### src/rtl/cnt_timer_pkg.sv
`timescale 1ns/1ps
package cnt_timer_pkg;

    localparam int BYTE_W   = 8;
    localparam int LOW13_W  = 5;               // low-byte bits used in 13-bit mode
    localparam int WIDE13_W = BYTE_W + LOW13_W;
    localparam int WIDE16_W = 2 * BYTE_W;

    typedef enum logic [1:0] {
        MODE_13     = 2'd0,
        MODE_16     = 2'd1,
        MODE_RELOAD = 2'd2,
        MODE_SPLIT  = 2'd3
    } tmode_e;

    typedef enum logic [1:0] {
        SEL_LO   = 2'd0,
        SEL_HI   = 2'd1,
        SEL_CTRL = 2'd2,
        SEL_NONE = 2'd3
    } rsel_e;

    // control byte, msb first
    typedef struct packed {
        logic   flag_hi;
        logic   flag;
        logic   fast;
        logic   run;
        logic   gate;
        logic   ext;
        tmode_e mode;
    } ctrl_t;

    typedef struct packed {
        logic [BYTE_W-1:0] lo;
        logic [BYTE_W-1:0] hi;
        logic              ovf_lo;
        logic              ovf_hi;
    } cnt_nxt_t;

endpackage

### src/rtl/cnt_timer_presc.sv
`timescale 1ns/1ps
module cnt_timer_presc #(
    parameter int SLOW_DIV = 12,
    parameter int FAST_DIV = 4
) (
    input  logic clk,
    input  logic rst,
    input  logic run,
    input  logic fast,
    output logic tick
);
    localparam int MAXD = (SLOW_DIV > FAST_DIV) ? SLOW_DIV : FAST_DIV;
    localparam int PW   = (MAXD > 2) ? $clog2(MAXD) : 1;
    localparam logic [PW-1:0] SLOW_LIM = PW'(SLOW_DIV - 1);
    localparam logic [PW-1:0] FAST_LIM = PW'(FAST_DIV - 1);

    logic [PW-1:0] phase_q;
    logic [PW-1:0] lim;

    assign lim  = fast ? FAST_LIM : SLOW_LIM;
    assign tick = run && (phase_q >= lim);

    // phase restarts whenever run drops, so the first tick is a fixed
    // number of edges after run rises
    always_ff @(posedge clk) begin
        if (rst || !run) begin
            phase_q <= '0;
        end else if (phase_q >= lim) begin
            phase_q <= '0;
        end else begin
            phase_q <= phase_q + 1'b1;
        end
    end
endmodule

### src/rtl/cnt_timer_edge.sv
`timescale 1ns/1ps
module cnt_timer_edge #(
    parameter int STAGES = 2
) (
    input  logic clk,
    input  logic rst,
    input  logic pin,
    output logic fall
);
    logic [STAGES:0] sh_q;

    always_ff @(posedge clk) begin
        if (rst) begin
            sh_q <= '0;
        end else begin
            sh_q <= {sh_q[STAGES-1:0], pin};
        end
    end

    assign fall = sh_q[STAGES] && !sh_q[STAGES-1];
endmodule

### src/rtl/cnt_timer_core.sv
`timescale 1ns/1ps
module cnt_timer_core
    import cnt_timer_pkg::*;
(
    input  tmode_e            mode,
    input  logic [BYTE_W-1:0] lo,
    input  logic [BYTE_W-1:0] hi,
    input  logic              tick_lo,
    input  logic              tick_hi,
    output cnt_nxt_t          nxt
);
    logic [WIDE13_W:0] sum13;
    logic [WIDE16_W:0] sum16;
    logic [BYTE_W:0]   sum_lo;
    logic [BYTE_W:0]   sum_hi;

    assign sum13  = {1'b0, hi, lo[LOW13_W-1:0]} + 1'b1;
    assign sum16  = {1'b0, hi, lo} + 1'b1;
    assign sum_lo = {1'b0, lo} + 1'b1;
    assign sum_hi = {1'b0, hi} + 1'b1;

    always_comb begin
        nxt.lo     = lo;
        nxt.hi     = hi;
        nxt.ovf_lo = 1'b0;
        nxt.ovf_hi = 1'b0;
        unique case (mode)
            MODE_13: if (tick_lo) begin
                nxt.lo     = {lo[BYTE_W-1:LOW13_W], sum13[LOW13_W-1:0]};
                nxt.hi     = sum13[WIDE13_W-1:LOW13_W];
                nxt.ovf_lo = sum13[WIDE13_W];
            end
            MODE_16: if (tick_lo) begin
                nxt.lo     = sum16[BYTE_W-1:0];
                nxt.hi     = sum16[WIDE16_W-1:BYTE_W];
                nxt.ovf_lo = sum16[WIDE16_W];
            end
            MODE_RELOAD: if (tick_lo) begin
                if (sum_lo[BYTE_W]) begin
                    nxt.lo     = hi;
                    nxt.ovf_lo = 1'b1;
                end else begin
                    nxt.lo = sum_lo[BYTE_W-1:0];
                end
            end
            MODE_SPLIT: begin
                if (tick_lo) begin
                    nxt.lo     = sum_lo[BYTE_W-1:0];
                    nxt.ovf_lo = sum_lo[BYTE_W];
                end
                if (tick_hi) begin
                    nxt.hi     = sum_hi[BYTE_W-1:0];
                    nxt.ovf_hi = sum_hi[BYTE_W];
                end
            end
        endcase
    end
endmodule

### src/rtl/cnt_timer_unit.sv
`timescale 1ns/1ps
module cnt_timer_unit
    import cnt_timer_pkg::*;
#(
    parameter int SLOW_DIV    = 12,
    parameter int FAST_DIV    = 4,
    parameter int SYNC_STAGES = 2
) (
    input  logic       clk,
    input  logic       rst,
    input  logic       reg_wr,
    input  logic [1:0] reg_addr,
    input  logic [7:0] reg_wdata,
    output logic [7:0] reg_rdata,
    input  logic       cnt_pin,
    input  logic       gate_pin,
    input  logic       ack,
    input  logic       ack_hi,
    output logic       irq,
    output logic       irq_hi
);
    ctrl_t             ctrl_q;
    logic [BYTE_W-1:0] tl_q;
    logic [BYTE_W-1:0] th_q;
    rsel_e             sel;
    logic              wr_lo, wr_hi, wr_ctrl;
    logic              pre_tick, ext_fall, cnt_en, tick_lo, tick_hi;
    cnt_nxt_t          nxt;

    assign sel     = rsel_e'(reg_addr);
    assign wr_lo   = reg_wr && (sel == SEL_LO);
    assign wr_hi   = reg_wr && (sel == SEL_HI);
    assign wr_ctrl = reg_wr && (sel == SEL_CTRL);

    cnt_timer_presc #(.SLOW_DIV(SLOW_DIV), .FAST_DIV(FAST_DIV)) u_presc (
        .clk  (clk),
        .rst  (rst),
        .run  (ctrl_q.run),
        .fast (ctrl_q.fast),
        .tick (pre_tick)
    );

    cnt_timer_edge #(.STAGES(SYNC_STAGES)) u_edge (
        .clk  (clk),
        .rst  (rst),
        .pin  (cnt_pin),
        .fall (ext_fall)
    );

    assign cnt_en  = ctrl_q.run && (!ctrl_q.gate || gate_pin);
    assign tick_lo = cnt_en && (ctrl_q.ext ? ext_fall : pre_tick);
    assign tick_hi = (ctrl_q.mode == MODE_SPLIT) && pre_tick;

    cnt_timer_core u_core (
        .mode    (ctrl_q.mode),
        .lo      (tl_q),
        .hi      (th_q),
        .tick_lo (tick_lo),
        .tick_hi (tick_hi),
        .nxt     (nxt)
    );

    always_ff @(posedge clk) begin
        if (rst) begin
            tl_q   <= '0;
            th_q   <= '0;
            ctrl_q <= '0;
        end else begin
            tl_q <= wr_lo ? reg_wdata : nxt.lo;
            th_q <= wr_hi ? reg_wdata : nxt.hi;
            if (wr_ctrl) begin
                ctrl_q <= ctrl_t'(reg_wdata);
            end else begin
                if (nxt.ovf_lo)      ctrl_q.flag    <= 1'b1;
                else if (ack)        ctrl_q.flag    <= 1'b0;
                if (nxt.ovf_hi)      ctrl_q.flag_hi <= 1'b1;
                else if (ack_hi)     ctrl_q.flag_hi <= 1'b0;
            end
        end
    end

    always_comb begin
        unique case (sel)
            SEL_LO:   reg_rdata = tl_q;
            SEL_HI:   reg_rdata = th_q;
            SEL_CTRL: reg_rdata = ctrl_q;
            SEL_NONE: reg_rdata = '0;
        endcase
    end

    assign irq    = ctrl_q.flag;
    assign irq_hi = ctrl_q.flag_hi;
endmodule

### config.mk
export PLATFORM = sky130hd
export DESIGN_NAME = cnt_timer_unit
export DESIGN_NICKNAME = d
export VERILOG_FILES = /design/src/rtl/cnt_timer_pkg.sv /design/src/rtl/cnt_timer_presc.sv /design/src/rtl/cnt_timer_edge.sv /design/src/rtl/cnt_timer_core.sv /design/src/rtl/cnt_timer_unit.sv
export SDC_FILE = /design/constraint.sdc
export NUM_CORES = 1
export LEC_CHECK = 0
export CORE_MARGIN = 4
export CORE_UTILIZATION = 60
export CTS_CLUSTER_SIZE = 24
export DETAILED_ROUTE_END_ITERATION = 7
export DONT_BUFFER_PORTS = 1
export PLACE_DENSITY = 0.76
export RECOVER_POWER = 25
export SKIP_LAST_GASP = 1
export SLEW_MARGIN = 5
export SYNTH_ARGS = -nofsm -noshare
export SYNTH_HDL_FRONTEND = slang
export SYNTH_SLANG_ARGS = --single-unit
### constraint.sdc
create_clock -name clk -period 3 [get_ports clk]
set_clock_uncertainty 0.2 [all_clocks]
set_input_delay 0.6 -clock clk [delete_from_list [all_inputs] [get_ports clk]]
set_output_delay 0.6 -clock clk [all_outputs]
set_load 0.05 [all_outputs]
After elaboration in Yosys (flattened, before gate mapping)
Index checks and enable logic that the tools add are counted.
- bits in registers: 31
- output and inout bits: 10
- logic and storage cells: 78
- $add $sub $neg: 5
- magnitude comparators: 1
- equality and inequality tests: 14
- muxes and demuxes: 24
- reduce and logical (&&, ||, !) cells: 22
- operator list (operator ; number):
    $pmux 8 s4 ; 2
    $mux 8 ; 6
    $pmux 8 s3 ; 1
    $ne 3x3->1 const B ; 7
    $add 8x1->9 const B ; 2
    $add 16x1->17 const B ; 1
    $mux 17 ; 1
    $add 13x1->14 const B ; 1
    $mux 14 ; 1
    $reduce_and 4->1 ; 3
    $mux 1 ; 10
    $eq 2x2->1 const B ; 4
    $logic_and 1x1->1 ; 8
    $reduce_bool 3->1 ; 2
    $add 4x1->4 const B ; 1
    $eq 2x1->1 const B ; 2
    $ge 4x4->1 ; 1
    $logic_not 2->1 ; 2
    $mux 4 ; 1
    $pmux 1 s4 ; 1
    $reduce_bool 4->1 ; 1
    $logic_not 1->1 ; 3
    $logic_or 1x1->1 ; 2
    $mux 2 ; 1
    other kinds (2) ; 2

Longest topological paths before layout
- depth in word-level cells: 9
- depth in mapped cells: 9
- depth with buffers taken out: 7

Cells and area by module
Synthesis repeated with hierarchy kept, for this count alone.
- cells, all modules: 236
- area total of the unflattened synthesis: 2120.8 um2
- modules (own cells, without submodules) (module ; times used ; cells each ; area each (um2) ; seq. area each (um2)):
    cnt_timer_unit ; 1 ; 119 ; 1234.9 ; 480.5
    cnt_timer_core ; 1 ; 93 ; 623.1 ; 0.0
    cnt_timer_presc ; 1 ; 17 ; 175.2 ; 80.1
    cnt_timer_edge ; 1 ; 7 ; 87.6 ; 60.1

Least setup slack after synthesis
Ideal clock, no wire load.
- path type: in2out
- start: in reg_addr[0]
- end: out reg_rdata[3]
- arrival: 2.020 ns
- setup slack: 0.180 ns
- stages on the path: 3
- buffers on the path: 1
- cells stage by stage: buf_2 -> mux2i_1 -> o21ai_0
- longest elaborated chain between the ends: 2
- elaborated cells between the ends (all ways): 5
- those cells by class: 3 x eq/ne; 1 x mux; 1 x reduce/logical
- RTL lines (item ; line ; source):
    from (decl) ; cnt_timer_unit.sv:12 ; input logic [1:0] reg_addr,
    $eq 2x2->1 (tied with other cells) ; cnt_timer_unit.sv:83 ; unique case (sel)
    $pmux 8 s4 * ; cnt_timer_unit.sv:83 ;
    to (decl) ; cnt_timer_unit.sv:14 ; output logic [7:0] reg_rdata,
Mark *: on every way between the ends. The rest lies on a longest branch, timed or not.

Worst setup path in the final report
- start: reg ctrl_q[5] in the netlist's numbering
- end: reg th_q[1]
- longest elaborated chain between the ends: 7
- elaborated cells between the ends (all ways): 10
- those cells by class: 1 x order compare; 3 x eq/ne; 2 x mux; 4 x reduce/logical
- RTL lines (item ; line ; source):
    from (decl) ; cnt_timer_unit.sv:22 ; ctrl_t ctrl_q;
    from (signal assigned) ; cnt_timer_unit.sv:72 ; ctrl_q <= ctrl_t'(reg_wdata);
    $mux 4 * ; cnt_timer_presc.sv:20 ; assign lim = fast ? FAST_LIM : SLOW_LIM;
    $ge 4x4->1 * ; cnt_timer_presc.sv:21 ; assign tick = run && (phase_q >= lim);
    $logic_and 1x1->1 * ; cnt_timer_presc.sv:21 ;
    $mux 1 ; cnt_timer_unit.sv:51 ; assign tick_lo = cnt_en && (ctrl_q.ext ? ext_fall : pre_tick);
    $logic_and 1x1->1 ; cnt_timer_unit.sv:51 ;
    $ne 3x3->1 (no line) ; - ;
    $reduce_and 4->1 (no line) * ; - ;
    to (signal assigned) ; cnt_timer_unit.sv:70 ; th_q <= wr_hi ? reg_wdata : nxt.hi;
    to (decl) ; cnt_timer_unit.sv:24 ; logic [BYTE_W-1:0] th_q;
Marked as above.
A chain may end at the register's enable or synchronous reset.

==> reports/summary.md <==
The run finished with clean final reports. The count of flip-flops with a built-in enable after synthesis is 0, and the endpoint arrival time on the critical path is 2480 ps. Per report_power, the clock group accounts for 43.7% of the total.

0 antenna diodes ended up in the layout. The number of nets still failing antenna checks after routing is 0. Counting flops with an async set or reset pin after synthesis yields a share of 0%. The source of the worst register-to-register timing path was ctrl_q[5]$_SDFFE_PP0P_. The standard-cell row count was 22. After filler insertion, the fill cell instance count of the layout stands at 332. The tightest hold path in the finished design has a slack of 171 ps.

The worst setup path is captured at a register. Sequential cells burn 46.0% of the power. Walking the worst path, the cells encountered are ha_1 -> o21a_1 -> nor3_1 -> o311ai_1 -> nor2_1 -> a2111oi_2. The first global-routing pass estimated 11.0 mm of wire.

The worst register-to-register path has a setup slack of 520 ps. The tools report the startpoint of the most critical hold path as rst. In the synthesized netlist the dominant register cell turns out to be sky130_fd_sc_hd__dfxtp_1. The leakage power total was 0.819 nW. Pin placement for this block handled 27 I/O pins.

Combinational logic burns 10.2% of the power. Setup repair after global routing left no endpoint under its margin. The category of the most critical setup path was reg -> reg. The relative slew slack was 31.6%; the overall fraction of global-route tracks in use was 28.4%.

After clock tree synthesis, the clock-pin slew on the worst setup and hold paths is 70 ps. Number of antenna violations at the first check in global routing: 0. A synthesized cell averages 7.17 sq um.

The tools report the clock latency reported for the late side of the worst-skew pair as 300 ps. Summed over all instances, the cell type with the most area after synthesis is sky130_fd_sc_hd__dfxtp_1. In this run the clock root is driven by a sky130_fd_sc_hd__clkbuf_8. The initial utilization of the core area, before any placement, comes to 61.9%. The synthesized design devotes to its leading area cell type 27.4% of total area. For the required time reported for the critical path endpoint, the log shows 2990 ps. The die extent in y works out to 69.5 microns.

The overall power is 1.00 mW. The run gives 4830 sq um as the die area. The die is 69.5 microns wide. The worst register-to-register path ends at th_q[1]$_SDFFE_PP0P_. Cell internal power was estimated by the tool at 0.739 mW.

The run gives 6.58 mm as the total detailed-routing wirelength. By area the synthesized netlist is led by sky130_fd_sc_hd__dfxtp_1, sky130_fd_sc_hd__nand2_1, sky130_fd_sc_hd__nor2_1. Of the total power, the share spent switching nets is 26.4%. The worst hold path belongs to the class in -> reg. Once detailed placement completed, the half-perimeter wirelength came to 4.77 mm. Summed over all failing endpoints, the final setup total negative slack is 0 ps. Delay contributed by the slowest stage of the critical path: 890 ps. Using the TritonRoute via totals, the vias-per-cell ratio works out to 6.48. After clock tree synthesis, the repair step resized 0 gates. Timing would allow up to 403 MHz. The tools report the maximum level of the CTS H-tree as 2. Port buffering added 0 buffers.

After synthesis, flip-flops and latches occupy 27.4% of the total area. The Yosys step of the flow raised 0 warnings. STA classifies the critical path startpoint as a register. The post-cts hold buffer count came out at 0.

Slowest library cell on the worst path: sky130_fd_sc_hd__o311ai_1. Dividing the detail-routed wire length by the instance count gives 18.3 microns. The synthesized flop and latch total is 31, and the number of buffers added by the clock tree synthesis step is 5. In the final design database the tool counted 332 nets.

The cell depth of the worst min-delay path works out to 1. The number of pins with negative max-slew slack in the final report was 0. Cell depth of the worst flop-to-flop path: 6. At the end of routability-driven placement, the weighted congestion stood at 0.944.

The minimum clock period came out at 2480 ps. The number of library cell types mapped by synthesis is 58, and the count of final hold-check violations is 0. Remaining global-route overflow: 0. For the number of global-route vias before repair, the log shows 2185. Detailed-route via count: 2332.

The tools report the capture endpoint of the worst hold path as irq_hi$_SDFFE_PP0P_. Post-route clock period utilization: 82.8%. The total area inside the core boundary comes to 3660 sq um. The number of iterations in the first detailed-routing pass is 5.

Max-cap violations in this run came to 0. The gate count of the mapped netlist was 316. The worst-path maximum fanout works out to 7. The tools report the maximum number of pins on one net before global-route repair as 30. The maximum clock path buffer count is 2, and the clock sink total is 31.

For this run, design rule violations remaining after detail routing come to 0. VDD sags by at most 316 uV. The actual slew at the worst max-slew pin was 1010 ps; the post-layout utilization of the core was 66.3%. In this run the power spent charging and discharging nets is 0.265 mW. After the first detailed-routing iteration, the DRC count stood at 265. The growth of design area from synthesis to finish was 7.01%; the net count of the mapped netlist was 337. Dividing total power by cell area gives a power density of 414 nW/um^2. For the netlist area before placement, the log shows 2270 sq um.

TritonCTS built the clock tree. Cells with a size suffix above 1 make up 10.3% of the layout. The count of buffers added by post-CTS timing repair for setup was 0; the total setup violations reported at the end of the flow was 0.
worst max-delay path by stage:
stage               cells after the start                    to              startpoint  slack, ps
CTS                                     6  th_q[1]$_SDFFE_PP0P_  ctrl_q[5]$_SDFFE_PP0P_        550
floorplan                               3          reg_rdata[3]             reg_addr[0]        180
global route                            6  th_q[1]$_SDFFE_PP0P_  ctrl_q[5]$_SDFFE_PP0P_        340
global placement                        5  th_q[1]$_SDFFE_PP0P_                gate_pin        560
finish                                  6  th_q[1]$_SDFFE_PP0P_  ctrl_q[5]$_SDFFE_PP0P_        520
detailed placement                      5  th_q[1]$_SDFFE_PP0P_                gate_pin        490
cells by family after synthesis:
| logic type | after synthesis | synth area share, % |
|---|---|---|
| simple gates | 143 | 30.5 |
| compound gates | 87 | 25.3 |
| mux | 9 | 3.97 |
| fa+ha+maj | 4 | 2.21 |
| flops | 31 | 27.4 |
| buf+inv | 29 | 5.63 |
| xor+xnor | 13 | 5.02 |
state kept, by name, indices dropped and copies added (netlist names):
signal / count
th_q: 8
tl_q: 8
ctrl_q: 6
u_presc.phase_q: 4
u_edge.sh_q: 3
irq: 1
irq_hi: 1
Yosys cell counts, types with 2 or more instances:
library cell / instances
sky130_fd_sc_hd__inv_1: 5
sky130_fd_sc_hd__o21a_1: 3
sky130_fd_sc_hd__a221oi_1: 2
sky130_fd_sc_hd__nand2_1: 44
sky130_fd_sc_hd__o22ai_1: 3
sky130_fd_sc_hd__o21ai_0: 19
sky130_fd_sc_hd__o31a_1: 2
sky130_fd_sc_hd__and2_1: 2
sky130_fd_sc_hd__xor2_1: 7
sky130_fd_sc_hd__o31ai_1: 2
sky130_fd_sc_hd__nor4_1: 2
sky130_fd_sc_hd__a31oi_1: 5
sky130_fd_sc_hd__a211oi_1: 5
sky130_fd_sc_hd__dfxtp_1: 31
sky130_fd_sc_hd__nand3_2: 2
sky130_fd_sc_hd__nand4_1: 2
sky130_fd_sc_hd__nand3_1: 8
sky130_fd_sc_hd__a21oi_1: 24
sky130_fd_sc_hd__or3_1: 3
sky130_fd_sc_hd__nor3_1: 11
sky130_fd_sc_hd__nor2_1: 44
sky130_fd_sc_hd__xnor2_1: 6
sky130_fd_sc_hd__nor3b_1: 2
sky130_fd_sc_hd__clkbuf_1: 18
sky130_fd_sc_hd__nor2b_1: 6
sky130_fd_sc_hd__nand3b_1: 2
sky130_fd_sc_hd__o211ai_1: 4
sky130_fd_sc_hd__ha_1: 4
sky130_fd_sc_hd__o221a_2: 2
sky130_fd_sc_hd__mux2i_1: 9
sky130_fd_sc_hd__a22oi_1: 2
sky130_fd_sc_hd__a311oi_1: 2
sky130_fd_sc_hd__buf_2: 4
sky130_fd_sc_hd__and3_1: 4
sky130_fd_sc_hd__and4_1: 2
power by group through the flow:
stage                     registers [mW]  logic (mW)  clock network, mW
final                              0.462       0.103              0.439
after global routing               0.465       0.114              0.468
after floorplan                    0.451       0.103                  0
after CTS                          0.460       0.102              0.447
after global placement             0.469       0.100                  0
after detailed placement           0.470       0.102                  0
layout make-up:
class	instances	area, sq um	area share (%)
Sequential cell	31	621	25.6
Clock buffer	6	82.6	3.40
Inverter	5	18.8	0.774
Multi-Input combinational cell	256	1520	62.6
Timing Repair Buffer	12	90.1	3.71
Clock inverter	2	35.0	1.44
Tap cell	48	60.1	2.48
critical path: cells and delay by family (launching register included):
kind,cells,cell delay (ps)
AO/OA/AOI/OAI,3,1350
flip-flops,1,330
adder cells (fa/ha/maj),1,280
AND/OR/NAND/NOR,2,230
metal layers:
layer / GRT usage (%) / up-vias / part of all wire, %
li1: - / 1127 / -
met1: 39.0 / 1031 / 41
met2: 43.8 / 156 / 45
met3: 5.80 / 18 / 11
met4: 10.6 / 0 / 2.4
met5: 0 / - / 0
per-stage QoR:
stage               cell area [sq um]  cells  setup WS, ps
finish                           2430    360           516
global route                     2430    360           340
CTS                              2430    360           548
detailed placement               2310    352           493
global placement                 2310    352           565
floorplan                        2270    316           180
cells in the final DEF, fill, tap and decap left out, types with 7 or more instances in the layout:
cell,netlist,routed
sky130_fd_sc_hd__xor2_1,7,7
sky130_fd_sc_hd__mux2i_1,9,9
sky130_fd_sc_hd__nor3_1,11,11
sky130_fd_sc_hd__o21ai_1,0,8
sky130_fd_sc_hd__a21oi_1,24,24
sky130_fd_sc_hd__o21ai_0,19,11
sky130_fd_sc_hd__nand2_1,44,44
sky130_fd_sc_hd__dfxtp_1,31,31
sky130_fd_sc_hd__buf_4,1,12
sky130_fd_sc_hd__nor2_1,44,44
sky130_fd_sc_hd__nand3_1,8,8
Note: power is estimated with default switching activity, not from simulation.
